### src/rtl/pmc_pkg.sv
package pmc_pkg;
  typedef enum logic [2:0] {
    PS_RUN   = 3'd0,
    PS_IDLE  = 3'd1,
    PS_PREP  = 3'd2,
    PS_SLEEP = 3'd3,
    PS_WAIT  = 3'd4
  } pwrState_t;

  typedef struct packed {
    logic selWrite;
    logic selPark;
    logic selRestore;
    logic wokeSet;
    logic wokeSleep;
  } dpStrobe_t;
endpackage

### src/rtl/pmc_datapath.sv
module pmc_datapath
  import pmc_pkg::*;
#(
  parameter int N_IRQ = 8,
  parameter int SEL_W = 3,
  parameter logic [SEL_W-1:0] DEFAULT_SEL = 'd1,
  parameter logic [SEL_W-1:0] SLEEP_SEL = 'd5
) (
  input  logic             clk,
  input  logic             rstN,
  input  dpStrobe_t        strobe,
  input  logic [N_IRQ-1:0] irqPend,
  input  logic [N_IRQ-1:0] irqEn,
  input  logic             wdtTimeout,
  input  logic [SEL_W-1:0] selIn,
  input  logic             wokeClr,
  output logic             wakeReq,
  output logic [SEL_W-1:0] clkSel,
  output logic             wokeValid,
  output logic             wokeSleep
);
  logic [N_IRQ-1:0] srcHit;
  logic [SEL_W-1:0] curSel;
  logic [SEL_W-1:0] savedSel;

  // per-source gating of pending by its enable
  for (genvar i = 0; i < N_IRQ; i++) begin : g_src
    assign srcHit[i] = irqPend[i] & irqEn[i];
  end

  assign wakeReq = (|srcHit) | wdtTimeout;
  assign clkSel = curSel;

  always_ff @(posedge clk or negedge rstN) begin
    if (!rstN) begin
      curSel   <= DEFAULT_SEL;
      savedSel <= DEFAULT_SEL;
    end else if (strobe.selPark) begin
      savedSel <= curSel;
      curSel   <= SLEEP_SEL;
    end else if (strobe.selRestore) begin
      curSel   <= savedSel;
    end else if (strobe.selWrite) begin
      curSel   <= selIn;
    end
  end

  always_ff @(posedge clk or negedge rstN) begin
    if (!rstN) begin
      wokeValid <= 1'b0;
      wokeSleep <= 1'b0;
    end else if (strobe.wokeSet) begin
      wokeValid <= 1'b1;
      wokeSleep <= strobe.wokeSleep;
    end else if (wokeClr) begin
      wokeValid <= 1'b0;
      wokeSleep <= 1'b0;
    end
  end

  // restore brings back what was saved at entry
  assert_sel_restore_R10: assert property (@(posedge clk) disable iff (!rstN)
    strobe.selRestore |=> curSel == $past(savedSel));
  // parking shows the low-power code
  assert_sel_park_R10: assert property (@(posedge clk) disable iff (!rstN)
    strobe.selPark |=> curSel == SLEEP_SEL);
  // a wake event always leaves the status valid
  assert_woke_set_R12: assert property (@(posedge clk) disable iff (!rstN)
    strobe.wokeSet |=> wokeValid);
endmodule

### src/rtl/pmc_control.sv
module pmc_control
  import pmc_pkg::*;
(
  input  logic      clk,
  input  logic      rstN,
  input  logic      saveReq,
  input  logic      saveMode,
  input  logic      wakeReq,
  input  logic      oscReady,
  input  logic      wdtEnabled,
  input  logic      selWr,
  output dpStrobe_t strobe,
  output logic      cpuClkEn,
  output logic      periClkEn,
  output logic      oscEn,
  output logic      lpClkEn,
  output logic      wdtClr,
  output logic      fscmEn
);
  pwrState_t state, stateNxt;
  logic clrQ;
  logic sleepAsk;

  assign sleepAsk = (state == PS_RUN) && saveReq && saveMode;

  always_comb begin
    stateNxt = state;
    unique case (state)
      PS_RUN:   if (saveReq) stateNxt = saveMode ? PS_PREP : PS_IDLE;
      PS_IDLE:  if (wakeReq) stateNxt = PS_RUN;
      PS_PREP:  stateNxt = PS_SLEEP;
      PS_SLEEP: if (wakeReq) stateNxt = PS_WAIT;
      PS_WAIT:  if (oscReady) stateNxt = PS_RUN;
      default:  stateNxt = PS_RUN;
    endcase
  end

  always_ff @(posedge clk or negedge rstN) begin
    if (!rstN) begin
      state <= PS_RUN;
      clrQ  <= 1'b0;
    end else begin
      state <= stateNxt;
      clrQ  <= sleepAsk && wdtEnabled;
    end
  end

  always_comb begin
    strobe            = '0;
    strobe.selWrite   = (state == PS_RUN) && selWr;
    strobe.selPark    = sleepAsk;
    strobe.selRestore = (state == PS_SLEEP) && wakeReq;
    strobe.wokeSet    = ((state == PS_IDLE) && wakeReq) ||
                        ((state == PS_WAIT) && oscReady);
    strobe.wokeSleep  = (state == PS_WAIT);
  end

  assign cpuClkEn  = (state == PS_RUN);
  assign periClkEn = (state == PS_RUN) || (state == PS_IDLE) || (state == PS_PREP);
  assign oscEn     = (state != PS_SLEEP);
  assign lpClkEn   = (state != PS_SLEEP) || wdtEnabled;
  assign fscmEn    = (state != PS_SLEEP) && (state != PS_WAIT);
  assign wdtClr    = clrQ;

  // the clear pulse is always followed by Sleep
  assert_clr_then_sleep_R4: assert property (@(posedge clk) disable iff (!rstN)
    wdtClr |=> (state == PS_SLEEP));
  // never two clear pulses in a row
  assert_clr_single_R4: assert property (@(posedge clk) disable iff (!rstN)
    wdtClr |=> !wdtClr);
  // Idle wakes straight into Run
  assert_idle_wake_R8: assert property (@(posedge clk) disable iff (!rstN)
    (state == PS_IDLE && wakeReq) |=> cpuClkEn);
  // no wake condition keeps Sleep
  assert_sleep_hold_R7: assert property (@(posedge clk) disable iff (!rstN)
    (state == PS_SLEEP && !wakeReq) |=> !cpuClkEn && !oscEn);
  // CPU stays gated until the oscillator is ready
  assert_osc_wait_R9: assert property (@(posedge clk) disable iff (!rstN)
    (state == PS_WAIT && !oscReady) |=> !cpuClkEn && oscEn);
  // a request in Idle does not move the state
  assert_req_ignored_R13: assert property (@(posedge clk) disable iff (!rstN)
    (state == PS_IDLE && saveReq && !wakeReq) |=> (state == PS_IDLE));
endmodule

### src/rtl/pwr_mode_ctrl.sv
module pwr_mode_ctrl
  import pmc_pkg::*;
#(
  parameter int N_IRQ = 8,
  parameter int SEL_W = 3,
  parameter logic [SEL_W-1:0] DEFAULT_SEL = 'd1,
  parameter logic [SEL_W-1:0] SLEEP_SEL = 'd5
) (
  input  logic             clk,
  input  logic             rstN,
  input  logic             saveReq,
  input  logic             saveMode,
  input  logic [N_IRQ-1:0] irqPend,
  input  logic [N_IRQ-1:0] irqEn,
  input  logic             wdtTimeout,
  input  logic             wdtEnabled,
  input  logic             oscReady,
  input  logic             selWr,
  input  logic [SEL_W-1:0] selIn,
  input  logic             wokeClr,
  output logic             cpuClkEn,
  output logic             periClkEn,
  output logic             oscEn,
  output logic             lpClkEn,
  output logic             wdtClr,
  output logic             fscmEn,
  output logic [SEL_W-1:0] clkSel,
  output logic             wokeValid,
  output logic             wokeSleep
);
  dpStrobe_t strobe;
  logic wakeReq;

  pmc_control u_ctrl (
    .clk(clk), .rstN(rstN), .saveReq(saveReq), .saveMode(saveMode),
    .wakeReq(wakeReq), .oscReady(oscReady), .wdtEnabled(wdtEnabled),
    .selWr(selWr), .strobe(strobe), .cpuClkEn(cpuClkEn),
    .periClkEn(periClkEn), .oscEn(oscEn), .lpClkEn(lpClkEn),
    .wdtClr(wdtClr), .fscmEn(fscmEn)
  );

  pmc_datapath #(
    .N_IRQ(N_IRQ), .SEL_W(SEL_W),
    .DEFAULT_SEL(DEFAULT_SEL), .SLEEP_SEL(SLEEP_SEL)
  ) u_dp (
    .clk(clk), .rstN(rstN), .strobe(strobe), .irqPend(irqPend),
    .irqEn(irqEn), .wdtTimeout(wdtTimeout), .selIn(selIn),
    .wokeClr(wokeClr), .wakeReq(wakeReq), .clkSel(clkSel),
    .wokeValid(wokeValid), .wokeSleep(wokeSleep)
  );

  // with the watchdog off, Sleep leaves no clock running
  assert_lp_off_R5: assert property (@(posedge clk) disable iff (!rstN)
    (!oscEn && !wdtEnabled) |-> !lpClkEn);
  // the monitor is off whenever the oscillator is off
  assert_fscm_off_R6: assert property (@(posedge clk) disable iff (!rstN)
    !oscEn |-> !fscmEn);
endmodule

### config.mk
export PLATFORM = sky130hd
export DESIGN_NAME = pwr_mode_ctrl
export DESIGN_NICKNAME = d
export VERILOG_FILES = /design/src/rtl/pmc_pkg.sv /design/src/rtl/pmc_datapath.sv /design/src/rtl/pmc_control.sv /design/src/rtl/pwr_mode_ctrl.sv
export SDC_FILE = /design/constraint.sdc
export NUM_CORES = 1
export LEC_CHECK = 0
export BUFFER_PORTS_ARGS = -buffer_cell sky130_fd_sc_hd__buf_2
export CAP_MARGIN = 20
export CORE_ASPECT_RATIO = 1.2
export CORE_UTILIZATION = 35
export DETAILED_ROUTE_END_ITERATION = 6
export PLACE_DENSITY = 0.66
export SLEW_MARGIN = 20
export SYNTH_ARGS = -nofsm -noshare
export SYNTH_HDL_FRONTEND = slang
export SYNTH_SLANG_ARGS = --single-unit
### constraint.sdc
create_clock -name clk -period 3.52 [get_ports clk]
set_clock_uncertainty 0.05 [all_clocks]
set_input_delay 0.704 -clock clk [delete_from_list [all_inputs] [get_ports clk]]
set_output_delay 0.704 -clock clk [all_outputs]
set_load 0.01 [all_outputs]
Word level (Yosys, flattened, before mapping)
Cells that the tools add are included.
Cells by class
  multiplexer cells: 12
  reduce and logical (&&, ||, !) cells: 17
  bitwise logic cells: 9
  equal/unequal tests: 10
Operator list (count)
  $mux W3: 7
  $pmux W3 S5: 1
  $and A1 B1 Y1: 8
  $logic_and A1 B1 Y1: 8
  $reduce_or A8 Y1: 1
  $eq A3 B2 Y1 const B: 2
  $logic_or A1 B1 Y1: 4
  $ne A2 B1 Y1 const B: 2
  $ne A2 B2 Y1 const B: 2
  $reduce_and A4 Y1: 1
  $eq A3 B1 Y1 const B: 1
  $eq A3 B3 Y1 const B: 1
  $logic_not A3 Y1: 1
  $mux W1: 3
  $ne A3 B2 Y1 const B: 1
  $ne A3 B3 Y1 const B: 1
  $reduce_bool A3 Y1: 1
  $mux W2: 1
  $reduce_bool A2 Y1: 1
  $or A1 B1 Y1: 1
Word-level totals
  bits in registers: 12
  bits of input ports: 28

Logic depth before layout (Yosys ltp)
  depth after elaboration: 6
  depth in mapped cells: 6
  mapped depth without buffers: 4

Modules after synthesis
From an unflattened synthesis, not the netlist that was laid out.
Unflattened totals
  cell total of the unflattened synthesis: 58
  area total of the unflattened synthesis: 680.7 um^2
Modules (own cells, without submodules)
  pmc_datapath: times used 1, cells each 29, area an instance 384.1 um^2
  pmc_control: times used 1, cells each 29, area an instance 296.5 um^2

Least setup slack after synthesis
Ideal clock, no wire load.
  path type: in2reg
  start point: input irqPend[1]
  end point: register u_dp.curSel[1] (netlist: u_dp.clkSel[1])
  slack: 1674 ps
  arrival time: 1672 ps
  path buffers: 0
  stages: 4
  data required time: 3345 ps
  cell sequence: a222oi_1 > nand4_1 > nand2_1 > mux2_2
Between the ends
  longest elaborated chain between the ends: 6
RTL lines
  start: declaration: RTL line pwr_mode_ctrl.sv:13  | input logic [N_IRQ-1:0] irqPend,
  $and A1 B1 Y1 *: RTL line pmc_datapath.sv:28  | assign srcHit[i] = irqPend[i] & irqEn[i];
  $reduce_or A8 Y1 *: RTL line pmc_datapath.sv:31  | assign wakeReq = (|srcHit) | wdtTimeout;
  $or A1 B1 Y1 *: RTL line pmc_datapath.sv:31
  $logic_and A1 B1 Y1 *: RTL line pmc_control.sv:52  | strobe.selRestore = (state == PS_SLEEP) && wakeReq;
  $mux W3: RTL line pmc_datapath.sv:41  | end else if (strobe.selRestore) begin
  $mux W3: RTL line pmc_datapath.sv:38  | end else if (strobe.selPark) begin
  end signal: assignment: RTL line pmc_datapath.sv:42  | curSel <= savedSel;
  end signal: assignment: RTL line pmc_datapath.sv:44  | curSel <= selIn;
  end: declaration: RTL line pmc_datapath.sv:23  | logic [SEL_W-1:0] curSel;
Mark *: on every way between the ends. The rest lies on a longest branch, timed or not.
A chain may end at the register's enable or synchronous reset.

Final worst setup path
  start point: register u_ctrl.state[2]
  end point: output lpClkEn
Between the ends
  longest elaborated chain between the ends: 2
RTL lines
  start: declaration: RTL line pmc_control.sv:20  | pwrState_t state, stateNxt;
  start signal: assignment: RTL line pmc_control.sv:43  | state <= stateNxt;
  $ne A3 B2 Y1: RTL line pmc_control.sv:61  | assign lpClkEn = (state != PS_SLEEP) || wdtEnabled;
  $logic_or A1 B1 Y1: RTL line pmc_control.sv:61
  end: declaration: RTL line pwr_mode_ctrl.sv:24  | output logic lpClkEn,
Every way passes these cells.

==> reports/results.txt <==
In this run the count of I/O pins placed on the die edge is 39. The run gives 0 as the number of gates resized after cts. The total via count after detailed routing was 598; the number of hold violations in the final report was 0.

The final layout contains routed wiring with a total length of 1360 um. For the number of design-rule violations left by the first detailed-router iteration, the log shows 7. Area share of the largest cell type after synthesis: 0.385. The floorplan step defined a die boundary enclosing 0.00203 mm^2. The cell sitting at the root of the clock tree is a sky130_fd_sc_hd__clkbuf_4. The flip-flop and latch area is 303 um^2, and the net switching power is 238 uW. sky130_fd_sc_hd__dfrtp_1 takes more of the synthesized area than any other cell. In this run the worst hold path is classified as in2async. The xor-xnor portion of the synthesized cell area works out to 0. The final cycle utilization of the critical path was 0.604; the setup slack of the most critical reg-to-reg path was 1.74 ns. Setup violations remaining at the end of the flow were counted as 0. The share of post-route cells with drive strength above 1 came out at 0.510. In the synthesized netlist, the number of instances is 59. The number of violations of the max-capacitance limit is 0, and the proportion of synthesized area in mux cells is 0.131.

After synthesis the cells add up to 649 um^2. Combinational family with the most area after synthesis: simple AND/OR/NAND/NOR gates. The critical path required time is 2.77 ns, and the internal cell power is 403 uW. The first global-routing pass estimated 2050 um of wire.

Clock latency on the worst-skew pair, taken at its later pin, is 0.26 ns. The compound-cell area share of the yosys netlist works out to 0.156. The pin slew with the least headroom to its limit was 0.449 ns. The x dimension of the die was 41.3 um; the number of warnings issued by yosys was 0. The global-route congestion overflow total is 0, and the pin count of the biggest net entering global routing is 14. Buffers placed on the I/O ports in this run total 38.

The tools report the type of destination of the critical path as an output port. For the sequential power share, the log shows 0.427. The average wire per cell in the routed design is 11.7 um, and the area of combinational cells with multiple inputs is 319 um^2.

Number of buffers on the longest clock path: 2. Derived from the worst setup path, the maximum achievable clock frequency is 470 MHz. The most common cell in the netlist was sky130_fd_sc_hd__dfrtp_1. After legalization and detailed placement, the total HPWL measured 1110 um. The fraction of synthesis flops using an asynchronous set or reset pin was 1.00. By area the synthesized netlist is led by sky130_fd_sc_hd__dfrtp_1 39%, sky130_fd_sc_hd__dfstp_2 8.1%, sky130_fd_sc_hd__mux2_2 5.2%. The area share of and/or/nand/nor cells after synthesis came out at 0.204.

After layout, the minimum clock period comes to 2.13 ns. The net switching share of the total power is 0.371. Before antenna repair, the detailed router went through 4 iterations. The number of levels the H-tree was split into came out at 1. The run gives 0.466 as the share of synthesized area occupied by flip-flops and latches. The cell family contributing the most delay on the critical path was flip-flops. Buffers added to address setup during post-CTS repair amount to 0. For this run, design rule violations remaining after detail routing come to 0.

Adding up every negative setup slack in the final design gives 0 ns. The post-synthesis area per instance is 11.0 um^2. The slowest cell on the critical path was sky130_fd_sc_hd__dfrtp_1. The portion of total power attributed to combinational logic came out at 0.439. The hold buffer count at CTS came out at 0. The tools report the worst setup margin as 1.39 ns. The maximum fanout along the worst path is 13. For this run, the leading register cell type out of synthesis is sky130_fd_sc_hd__dfrtp_1. The run finished with clean final reports. After synthesis, the most frequently instantiated cells are 10 x sky130_fd_sc_hd__dfrtp_1, 5 x sky130_fd_sc_hd__nand2_1, 3 x sky130_fd_sc_hd__a21oi_1, 3 x sky130_fd_sc_hd__mux2_2, 3 x sky130_fd_sc_hd__nor2_1. The buffering stage count on the worst path with inverters included was 1; the arrival time at the worst endpoint was 1.37 ns. Setup repair after global routing left no endpoint under its margin. The area added between synthesis and finish works out to 33.7%.

Traced cell by cell, the critical path runs through or3_1, buf_2. The kind of critical path is reg2out. The layout has 166 filler cells. The effective utilization at floorplan was 0.386.

The run gives 0.00168 mm^2 as the area inside the core boundary. The congestion estimate from routability-driven global placement came to 0.707. VDD sags by at most 0.348 mV. The via count of the first global-routing pass was 547; the floorplan die height was 49.2 um. After clock tree synthesis, the clock-pin slew on the worst setup and hold paths is 0.07 ns. When the netlist entered floorplanning its net count stood at 87. The floorplan has 16 rows. The number of nets still failing antenna checks after routing is 0.

The run gives 0.148 as the global-route usage over all layers. Number of buffers created by CTS: 3. The analysis attributes to cell leakage a power of 0.440 nW.

STA classifies the critical path startpoint as a flip-flop. The distinct cell type count of the synthesized netlist is 31. The max-slew headroom at the worst pin was 0.701. The clock share of power is 0.134.

For this design the ratio of total power to cell area is 738 mW/mm^2. The final number of max-transition violations is 0, and the initial antenna violation count is 0. TritonCTS built the clock tree. The largest single stage delay on the critical path is 0.54 ns. In the routed layout, each cell is associated on average with a via count of 5.16. Counting every sink on the clock net gives 12.

Before CTS, the worst setup slack after placement is 1.44 ns. The total of flip-flops plus latches after synthesis is 12, and the number of diodes is 0. The final layout contains 127 nets. The adder-cell share of the synthesized area is 0.

Yosys mapped a number of flops with a built-in enable equal to 0.
## cell type report
| class | instances | share of cell area |
|---|---|---|
| multi-input cells | 42 | 0.367 |
| inverters | 2 | 0.00865 |
| flip-flops and latches | 12 | 0.349 |
| well taps | 18 | 0.0259 |
| clock buffers | 4 | 0.0303 |
| repair buffers | 38 | 0.219 |
## cell usage in the layout, fill, tap and decap left out, drive strengths merged
| cell type | count |
|---|---|
| nand2b | 2 |
| mux2 | 6 |
| dfstp | 2 |
| a21oi | 3 |
| a211o | 2 |
| nor2b | 2 |
| or3 | 1 |
| nor3 | 1 |
| and3 | 1 |
| o31a | 1 |
| a222oi | 1 |
| buf | 38 |
| o32ai | 1 |
| nand2 | 5 |
| o311ai | 1 |
| nor4b | 1 |
| and2 | 2 |
| a211oi | 1 |
| o21ai | 2 |
| a22oi | 2 |
| or2b | 1 |
| nand3 | 1 |
| inv | 2 |
| dfrtp | 10 |
| clkbuf | 4 |
| nor2 | 3 |
| nand4 | 1 |
| mux2i | 1 |
## sequential cells by signal, indices dropped and copies added, names as in the netlist
| signal | count |
|---|---|
| u_ctrl.state | 3 |
| u_ctrl.wdtClr | 1 |
| u_dp.clkSel | 3 |
| u_dp.savedSel | 3 |
| u_dp.wokeSleep | 1 |
| u_dp.wokeValid | 1 |
## power groups by stage
stage	Combinational [mW]	Sequential, mW	Clock, mW
floorplan	0.211	0.256	0
global placement	0.278	0.274	0
detailed placement	0.284	0.277	0
CTS	0.285	0.274	0.0912
global route	0.312	0.282	0.0958
finish	0.281	0.274	0.0860
## worst paths after layout
kind | start | depth (start not counted) | to
max in group asynchronous | rstN | 1 | u_dp.savedSel[0]$_DFFE_PN1P_
min in group clk | u_dp.savedSel[1]$_DFFE_PN0P_ | 1 | u_dp.savedSel[1]$_DFFE_PN0P_
setup reg to reg | u_ctrl.state[2]$_DFFE_PN0P_ | 4 | u_dp.clkSel[2]$_DFFE_PN0P_
hold reg to reg | u_dp.savedSel[1]$_DFFE_PN0P_ | 1 | u_dp.savedSel[1]$_DFFE_PN0P_
hold / removal | rstN | 1 | u_dp.clkSel[2]$_DFFE_PN0P_
setup / recovery | u_ctrl.state[2]$_DFFE_PN0P_ | 2 | lpClkEn
## through the flow
stage	util	hold WS, ns	instance area [um^2]	power (mW)	std cells
final	0.516	0.238	868	0.641	116
after global routing	0.516	0.250	868	0.690	116
after CTS	0.516	0.238	868	0.650	116
after detailed placement	0.501	0.426	842	0.561	112
after global placement	0.501	0.419	842	0.552	112
after floorplan	-	0.358	649	0.467	59
## cell families after synthesis
family,after synthesis
flops,12
compound gates,14
mux,7
buf+inv,5
simple gates,21
## per-layer routing
| metal | global-route usage | share of wire |
|---|---|---|
| met5 | 0 | 0 |
| met2 | 0.237 | 0.49 |
| met4 | 0.113 | 0.021 |
| met3 | 0.0137 | 0.085 |
| met1 | 0.164 | 0.41 |
## worst register-to-register path, stage by stage (launching register included)
cell                      delay (ns)
sky130_fd_sc_hd__dfrtp_1        0.54
sky130_fd_sc_hd__nor4b_4        0.46
sky130_fd_sc_hd__nor2b_1        0.09
sky130_fd_sc_hd__a211o_1        0.28
sky130_fd_sc_hd__mux2_4         0.26
Power figures use the tool's default switching activity.
